<file path="src/rtl/rpc_pkg.sv">
package rpc_pkg;

    localparam int REG_W     = 32;
    localparam int KEY_W     = 8;
    localparam int WIDE_W    = 20;
    localparam int SLIM_W    = 8;
    localparam int POL_BIT   = 31;
    localparam int DRV_BIT   = 30;
    localparam int RST_WIDTH = 255;

    localparam logic [KEY_W-1:0] KEY_POL_HIGH = 8'hA5;
    localparam logic [KEY_W-1:0] KEY_POL_LOW  = 8'h5A;
    localparam logic [KEY_W-1:0] KEY_DRV_PUSH = 8'hA8;
    localparam logic [KEY_W-1:0] KEY_DRV_OPEN = 8'h8A;

    typedef enum logic {
        POL_LOW  = 1'b0,
        POL_HIGH = 1'b1
    } pol_e;

    typedef enum logic {
        DRV_OPEN = 1'b0,
        DRV_PUSH = 1'b1
    } drv_e;

    // Update request produced by the key decoder
    typedef struct packed {
        logic pol_upd;
        pol_e pol_new;
        logic drv_upd;
        drv_e drv_new;
    } key_act_t;

    // Mode bits carried to the output stage
    typedef struct packed {
        pol_e pol;
        drv_e drv;
    } mode_t;

    function automatic key_act_t decode_key(input logic [KEY_W-1:0] b);
        key_act_t a;
        a = '{pol_upd: 1'b0, pol_new: POL_LOW, drv_upd: 1'b0, drv_new: DRV_OPEN};
        unique case (b)
            KEY_POL_HIGH: begin a.pol_upd = 1'b1; a.pol_new = POL_HIGH; end
            KEY_POL_LOW:  begin a.pol_upd = 1'b1; a.pol_new = POL_LOW;  end
            KEY_DRV_PUSH: begin a.drv_upd = 1'b1; a.drv_new = DRV_PUSH; end
            KEY_DRV_OPEN: begin a.drv_upd = 1'b1; a.drv_new = DRV_OPEN; end
            default: ;
        endcase
        return a;
    endfunction

endpackage

</file>
<file path="src/rtl/rpc_key_decode.sv">
module rpc_key_decode
    import rpc_pkg::*;
(
    input  logic             wr,
    input  logic [KEY_W-1:0] key_byte,
    output key_act_t         act
);

    key_act_t raw;

    always_comb begin
        raw = decode_key(key_byte);
        act = raw;
        if (!wr) begin
            act.pol_upd = 1'b0;
            act.drv_upd = 1'b0;
        end
    end

endmodule

</file>
<file path="src/rtl/rpc_cfg_reg.sv">
module rpc_cfg_reg
    import rpc_pkg::*;
#(
    parameter int WIDTH_W = 20
) (
    input  logic               clk,
    input  logic               rst,
    input  logic               wr,
    input  logic [WIDTH_W-1:0] wdata_width,
    input  key_act_t           act,
    output mode_t              mode,
    output logic [WIDTH_W-1:0] width,
    output logic [REG_W-1:0]   rdata
);

    localparam int PAD_W = REG_W - 2 - WIDTH_W;
    localparam logic [WIDTH_W-1:0] WIDTH_DEF = WIDTH_W'(RST_WIDTH);

    mode_t              mode_q;
    logic [WIDTH_W-1:0] width_q;

    always_ff @(posedge clk) begin
        if (rst) begin
            mode_q  <= '{pol: POL_LOW, drv: DRV_OPEN};
            width_q <= WIDTH_DEF;
        end else begin
            if (wr) begin
                width_q <= wdata_width;
            end
            if (act.pol_upd) begin
                mode_q.pol <= act.pol_new;
            end
            if (act.drv_upd) begin
                mode_q.drv <= act.drv_new;
            end
        end
    end

    assign mode  = mode_q;
    assign width = width_q;

    generate
        if (PAD_W > 0) begin : g_pad
            assign rdata = {logic'(mode_q.pol), logic'(mode_q.drv), {PAD_W{1'b0}}, width_q};
        end else begin : g_nopad
            assign rdata = {logic'(mode_q.pol), logic'(mode_q.drv), width_q};
        end
    endgenerate

endmodule

</file>
<file path="src/rtl/rpc_pulse_gen.sv">
module rpc_pulse_gen #(
    parameter int WIDTH_W = 20
) (
    input  logic               clk,
    input  logic               rst,
    input  logic               tick,
    input  logic               expire,
    input  logic [WIDTH_W-1:0] width,
    output logic               active
);

    logic               act_q;
    logic [WIDTH_W-1:0] cnt_q;
    logic [WIDTH_W-1:0] len_q;
    logic               last_tick;

    assign last_tick = tick && (cnt_q == len_q);

    always_ff @(posedge clk) begin
        if (rst) begin
            act_q <= 1'b0;
            cnt_q <= '0;
            len_q <= '0;
        end else if (act_q) begin
            if (last_tick) begin
                act_q <= 1'b0;
                cnt_q <= '0;
            end else if (tick) begin
                cnt_q <= cnt_q + 1'b1;
            end
        end else if (expire) begin
            act_q <= 1'b1;
            cnt_q <= '0;
            len_q <= width;
        end
    end

    assign active = act_q;

endmodule

</file>
<file path="src/rtl/rpc_out_stage.sv">
module rpc_out_stage
    import rpc_pkg::*;
(
    input  mode_t mode,
    input  logic  active,
    output logic  level,
    output logic  oe
);

    always_comb begin
        level = active ? logic'(mode.pol) : ~logic'(mode.pol);
        oe    = (mode.drv == DRV_PUSH) || active;
    end

endmodule

</file>
<file path="src/rtl/rst_pulse_ctrl.sv">
module rst_pulse_ctrl
    import rpc_pkg::*;
#(
    parameter bit NARROW = 1'b0
) (
    input  logic             clk,
    input  logic             rst,
    input  logic             bus_wr,
    input  logic [REG_W-1:0] bus_wdata,
    output logic [REG_W-1:0] bus_rdata,
    input  logic             expire,
    input  logic             tick_us,
    output logic             pulse_out,
    output logic             pulse_oe
);

    localparam int WIDTH_W = NARROW ? SLIM_W : WIDE_W;

    key_act_t           key_act;
    mode_t              mode;
    logic [WIDTH_W-1:0] width;
    logic               pulse_active;

    rpc_key_decode u_key (
        .wr       (bus_wr),
        .key_byte (bus_wdata[REG_W-1 -: KEY_W]),
        .act      (key_act)
    );

    rpc_cfg_reg #(.WIDTH_W(WIDTH_W)) u_cfg (
        .clk         (clk),
        .rst         (rst),
        .wr          (bus_wr),
        .wdata_width (bus_wdata[WIDTH_W-1:0]),
        .act         (key_act),
        .mode        (mode),
        .width       (width),
        .rdata       (bus_rdata)
    );

    rpc_pulse_gen #(.WIDTH_W(WIDTH_W)) u_gen (
        .clk    (clk),
        .rst    (rst),
        .tick   (tick_us),
        .expire (expire),
        .width  (width),
        .active (pulse_active)
    );

    rpc_out_stage u_out (
        .mode   (mode),
        .active (pulse_active),
        .level  (pulse_out),
        .oe     (pulse_oe)
    );

endmodule

</file>
<file path="config.mk">
export PLATFORM = sky130hd
export DESIGN_NAME = rst_pulse_ctrl
export DESIGN_NICKNAME = d
export VERILOG_FILES = /design/src/rtl/rpc_pkg.sv /design/src/rtl/rpc_key_decode.sv /design/src/rtl/rpc_cfg_reg.sv /design/src/rtl/rpc_pulse_gen.sv /design/src/rtl/rpc_out_stage.sv /design/src/rtl/rst_pulse_ctrl.sv
export SDC_FILE = /design/constraint.sdc
export NUM_CORES = 1
export LEC_CHECK = 0
export BUFFER_PORTS_ARGS = -buffer_cell sky130_fd_sc_hd__buf_2
export CORE_MARGIN = 4
export CORE_UTILIZATION = 50
export DETAILED_ROUTE_END_ITERATION = 6
export GPL_ROUTABILITY_DRIVEN = 0
export PLACE_DENSITY = 0.75
export SYNTH_ARGS = -nofsm -noshare
export SYNTH_HDL_FRONTEND = slang
export SYNTH_SLANG_ARGS = --single-unit
</file>
<file path="constraint.sdc">
create_clock -name clk -period 3.08 [get_ports clk]
set_clock_uncertainty 0.2 [all_clocks]
set_input_delay 0.308 -clock clk [delete_from_list [all_inputs] [get_ports clk]]
set_output_delay 0.308 -clock clk [all_outputs]
set_load 0.03 [all_outputs]
</file>
==> results of run 1 <==
-- synth_stat cells (all sizes together) --
master / instances
ha: 1
mux2: 1
nor3: 5
mux2i: 13
or3b: 1
or4: 2
conb: 1
nor4: 3
o21ai: 1
and4: 5
a22o: 1
or2: 2
nor2b: 10
nand3: 7
a32o: 1
nand4b: 2
nor2: 35
clkbuf: 13
and3: 1
buf: 14
nand2b: 1
xor2: 14
o2bb2ai: 1
dfxtp: 63
nand2: 50
nand4: 10
xnor2: 24
a21oi: 23
nor3b: 1
o31ai: 3
a211o: 8
-- final timing paths --
kind	cells after the start	start	end
setup / recovery	5	u_gen.cnt_q[3]$_SDFFE_PP0P_	u_gen.cnt_q[12]$_SDFFE_PP0P_
hold / removal	3	bus_wdata[11]	u_cfg.width[11]$_SDFFE_PP0P_
setup reg to reg	5	u_gen.cnt_q[3]$_SDFFE_PP0P_	u_gen.cnt_q[12]$_SDFFE_PP0P_
hold reg to reg	2	u_cfg.width[10]$_SDFFE_PP0P_	u_gen.len_q[10]$_SDFFE_PP0P_
-- state kept, by name, indices dropped and copies added, names as in the netlist --
name	flops
u_gen.active	1
u_gen.len_q	20
u_cfg.width	20
u_cfg.mode	2
u_gen.cnt_q	20
-- through the flow --
stage / area [um^2] / total power [mW]
after floorplan: 2850 / 1.09
after global placement: 3080 / 1.14
after detailed placement: 3080 / 1.15
after CTS: 3440 / 1.85
after global routing: 3440 / 1.92
final: 3440 / 1.83
-- cells by family (layout without fill, tap and decap cells) --
family | count (synthesis) | after routing
AO/OA/AOI/OAI | 38 | 38
XOR/XNOR | 38 | 38
adder cells (fa/ha/maj) | 1 | 1
buffers and inverters | 27 | 91
flip-flops | 63 | 63
multiplexers | 14 | 14
other | 1 | 10
AND/OR/NAND/NOR | 135 | 135
-- repair_timing --
action / CTS / global route
setup endpoints to repair: 0 / 0
endpoints found under the hold margin: 17 / 0
resized for setup: 0 / 0
hold buffers: 17 / 0
-- final cells by class --
class / instances / area (um^2) / area share
clock buffer: 10 / 128 / 0.0371
clock inverter: 6 / 61.3 / 0.0178
multi-input combinational: 236 / 1430 / 0.417
sequential: 63 / 1260 / 0.367
tap: 72 / 90.1 / 0.0262
timing repair buffer: 75 / 465 / 0.135
-- routing by layer --
layer / routed length (um) / share of wire
met1: 2710 / 0.44
met2: 2930 / 0.48
met3: 371 / 0.061
met4: 107 / 0.017
met5: 0 / 0
-- worst max-delay path: stages, from the launching register on --
cell and delay (ns):
dfxtp_1 0.50, xnor2_2 0.15, nand4_1 0.10, or4_4 0.56, o31ai_4 0.62, nor2_1 0.11
-- where the power goes --
group	internal (mW)	leakage (nW)	switching, mW
clock	0.370	0.0960	0.317
combinational	0.105	0.778	0.160
sequential	0.851	0.515	0.0316
total	1.33	1.39	0.508
==> flow_metrics.tcl, run 1 <==
set metrics [dict create \
    path_class "reg2reg" \
    cts_buffers 9 \
    setup_ws_ns 0.691 \
    grt_overflow 0 \
    start_kind "flip-flop" \
    num_antenna_cells 0 \
    grt_use_total 0.189 \
    finalCriticalPeriod_ns 2.39 \
    syn-cell-area_um2 2820 \
    antenna_left 0 \
    start_util 0.515 \
    port_buffers 56 \
    ioPinCount 71 \
    wl_per_cell_um 13.3 \
    maxCapViolations 0 \
    drt-pass1-iter-count 4 \
    dp_hpwl_um 4140 \
    rsz0062_at_grt "false" \
    hold_class "in2reg" \
    grt_pass1_vias 2305 \
    synth_top_area_frac 0.448 \
    post-place-cells 429 \
    synth-simple-area-share 0.230 \
    end_kind "flip-flop" \
    antenna_found_initial 0 \
    cts_buffer_depth 2 \
    insertion_delay_ns 0.35 \
    grt_first_pass_wirelength_um 10600 \
    slew_viol_final 0 \
    synthAdderAreaFrac 0.00444 \
    synth-compound-area-share 0.0902 \
    worstMarginPinSlew_ns 0.848 \
    syn2layout_area_growth_pct 22.1 \
    cp_max_fo 18 \
    clock-sinks 63 \
    vias_per_cell 5.12 \
    grt_max_degree 36 \
    final_nets 423 \
    vias 2364 \
    fp.coreArea_um2 5470 \
    cts-htree-levels 3 \
    hold_viol 0 \
    drt_wl_total_um 6120 \
    timing.slew.headroom 0.429 \
    required_ns 3.08 \
    grt_use_met2 0.308 \
    use_met1 0.231 \
    met3_usage 0.0556 \
    setup_violations 0 \
    drive_gt1_frac 0.210 \
    synthCells 317 \
    final_common_cell "dfxtp_1" \
    ys_seq_area_frac 0.448 \
    yosysTopAreaCell "dfxtp_1" \
    drtIter0Drc 172 \
    ys_warn_count 0 \
    yosys-top-cells-area "dfxtp_1 (45%), xnor2_1 (7.2%), nand2_1 (6.7%), nor2_1 (4.7%), mux2i_1 (4.6%)" \
    synthMuxAreaShare 0.0502 \
    power_leakage_nw 1.39 \
    cts_tree "built" \
    fin_cells 462 \
    min_period_over_period 0.776 \
    drc 0 \
    synth_cell_types 39 \
    r2r_slack_ns 0.69 \
    peakVddDrop_v 0.000428 \
    ys_ff_latch 63 \
    dieArea_um2 6900 \
    cp.arrival_ns 2.39 \
    synth_area_per_cell_um2 8.88 \
    fin_setup_tns_ns 0 \
    fillCellCount 469 \
    rows 27 \
    post-cts-setup-buffers 0 \
    pwr_density_cell_nw_per_um2 533 \
    die_y_um 83.1 \
    busiest_layer "met2" \
    outcome "completed" \
    fmax_mhz 419 \
    clk_pin_slew_ns 0.07 \
    post-route-util 0.628 \
    fp.dieW_um 83.1 \
    fin_hold_ws_ns 0.0142 \
    synth_top_family_by_area "simple AND/OR/NAND/NOR gates" \
    layout_common_cells "dfxtp_1 (63), buf_2 (56), nand2_1 (50), nor2_1 (35)" \
    place_ws_ns 0.680 \
    cts_root_buffer "clkbuf_8" \
    synth_xor_area_frac 0.121 \
]
(Power assumes the default switching activity.)
==> run 2, diff against run 1 <==
==> constraint.sdc (replaced) <==
create_clock -name clk -period 2.2 [get_ports clk]
set_clock_uncertainty 0.2 [all_clocks]
set_input_delay 0.22 -clock clk [delete_from_list [all_inputs] [get_ports clk]]
set_output_delay 0.22 -clock clk [all_outputs]
set_load 0.03 [all_outputs]
==> run 2 against run 1 <==
Compared with the run above: non-clock buffer count is 21 higher; final cell count up 4.3%; flip-flop and latch count unchanged; critical endpoint is now u_gen.cnt_q[1]$_SDFFE_PP0P_; largest cell class unchanged.
==> flow_metrics.tcl, run 2 (synthesis gave the netlist of run 1 again) <==
set metrics [dict create \
    maxCapViolations 0 \
    fp.coreArea_um2 5470 \
    hold_viol 0 \
    drt-pass1-iter-count 4 \
    cp.arrival_ns 2.10 \
    power_leakage_nw 1.49 \
    min_period_over_period 0.945 \
    drt_wl_total_um 6560 \
    grt_use_total 0.195 \
    insertion_delay_ns 0.34 \
    cts-htree-levels 3 \
    vias_per_cell 5.16 \
    cts_tree "built" \
    power.share.clock 0.350 \
    finalCriticalPeriod_ns 2.08 \
    start_util 0.515 \
    fmax_mhz 481 \
    grt_pass1_vias 2436 \
    wl_per_cell_um 13.6 \
    pwr_density_cell_nw_per_um2 696 \
    hold_class "in2reg" \
    drive_gt1_frac 0.229 \
    p_int_mw 1.82 \
    swShare 0.276 \
    fillCellCount 437 \
    fin_setup_tns_ns 0 \
    clock-sinks 63 \
    p_switching_mw 0.697 \
    setup_violations 0 \
    rows 27 \
    antenna_found_initial 0 \
    cp_slowest_stage_delay_ns 0.54 \
    fin_hold_ws_ns 0.0472 \
    cts_root_buffer "clkbuf_8" \
    post-cts-setup-buffers 0 \
    peakVddDrop_v 0.000569 \
    syn2layout_area_growth_pct 28.7 \
    grt_first_pass_wirelength_um 11000 \
    dieArea_um2 6900 \
    start_kind "flip-flop" \
    grt_max_degree 48 \
    rsz0062_at_grt "false" \
    outcome "completed" \
    final_common_cell "dfxtp_1" \
    place_ws_ns 0.00440 \
    num_antenna_cells 0 \
    slew_viol_final 0 \
    timing.slew.headroom 0.578 \
    path_class "reg2reg" \
    dp_hpwl_um 4220 \
    antenna_left 0 \
    setup_ws_ns 0.122 \
    drc 0 \
    clk_pin_slew_ns 0.07 \
    drtIter0Drc 149 \
    die_y_um 83.1 \
    fp.dieW_um 83.1 \
    end_kind "flip-flop" \
    cp_slowest_cell "or4_4" \
    crit_chain "xnor2_1 > nand4_1 > or4_4 > or2_1 > a32o_1" \
    vias 2485 \
    port_buffers 56 \
    required_ns 2.22 \
    totalPowerFinal_mw 2.52 \
    pwr-share-comb 0.159 \
    cts_buffer_depth 2 \
    grt_overflow 0 \
    cts_buffers 9 \
    cp_max_fo 6 \
    layout_common_cells "dfxtp_1 (63), buf_2 (56), nand2_1 (50), nor2_1 (35), dlygate4sd3_1 (26)" \
    worstMarginPinSlew_ns 0.632 \
    pwr-share-seq 0.490 \
    final_nets 444 \
    ioPinCount 71 \
]
run 2: cell count changes in the layout (fill, tap and decap cells not counted), sizes merged:
cell / previous run / this run
buf: 58 / 70
clkbuf: 10 / 12
dlygate4sd3: 17 / 26
bufinv: 1 / 0
clkinv: 4 / 3
clkinvlp: 1 / 0
run 2: what timing repair did:
action,CTS,global route
resized for setup,1,0
endpoints found under the hold margin,22,0
hold buffers,26,0
endpoints found under the setup margin,2,0
run 2: cell type report:
cell class              count  area [um^2]  area share
multi-input cells         236         1440       0.397
repair buffers             96          658       0.182
clock buffers              12          155      0.0428
clock inverters             3         18.8     0.00518
well taps                  72         90.1      0.0249
flip-flops and latches     63         1260       0.348
run 2: final timing paths:
path / startpoint / end / slack, ns / depth (start not counted)
worst max-delay path: u_gen.cnt_q[0]$_SDFFE_PP0P_ / u_gen.cnt_q[1]$_SDFFE_PP0P_ / 0.12 / 5
worst min register to register: u_gen.len_q[12]$_SDFFE_PP0P_ / u_gen.len_q[12]$_SDFFE_PP0P_ / 0.27 / 2
worst min-delay path: bus_wdata[28] / u_cfg.mode[1]$_SDFFE_PP0P_ / 0.05 / 4
worst max register to register: u_gen.cnt_q[0]$_SDFFE_PP0P_ / u_gen.cnt_q[1]$_SDFFE_PP0P_ / 0.12 / 5
run 2: stage by stage:
| step | cells | area, um^2 | utilization |
|---|---|---|---|
| floorplan | 326 | 2850 | - |
| global placement | 441 | 3180 | 0.582 |
| detailed placement | 441 | 3180 | 0.582 |
| CTS | 482 | 3620 | 0.662 |
| global route | 482 | 3620 | 0.662 |
| finish | 482 | 3620 | 0.662 |
run 2: power groups by stage:
stage,registers [mW],logic (mW),clock network (mW)
after global placement,1.26,0.355,0
final,1.24,0.402,0.883
after floorplan,1.29,0.232,0
after global routing,1.24,0.436,0.953
after CTS,1.24,0.397,0.898
after detailed placement,1.26,0.362,0
run 2: per-layer routing:
| layer | GRT usage | vias up | wire length [um] |
|---|---|---|---|
| met1 | 0.231 | 1147 | 2870 |
| met2 | 0.316 | 86 | 3160 |
| met3 | 0.0466 | 14 | 389 |
| met5 | 0 | - | 0 |
| li1 | - | 1238 | - |
| met4 | 0.122 | 0 | 143 |
run 2: worst max-delay path, delay by kind of cell, from the launching register on:
family / cells / cell delay, ns
simple gates: 3 / 0.91
flops: 1 / 0.45
compound gates: 1 / 0.26
xor+xnor: 1 / 0.15
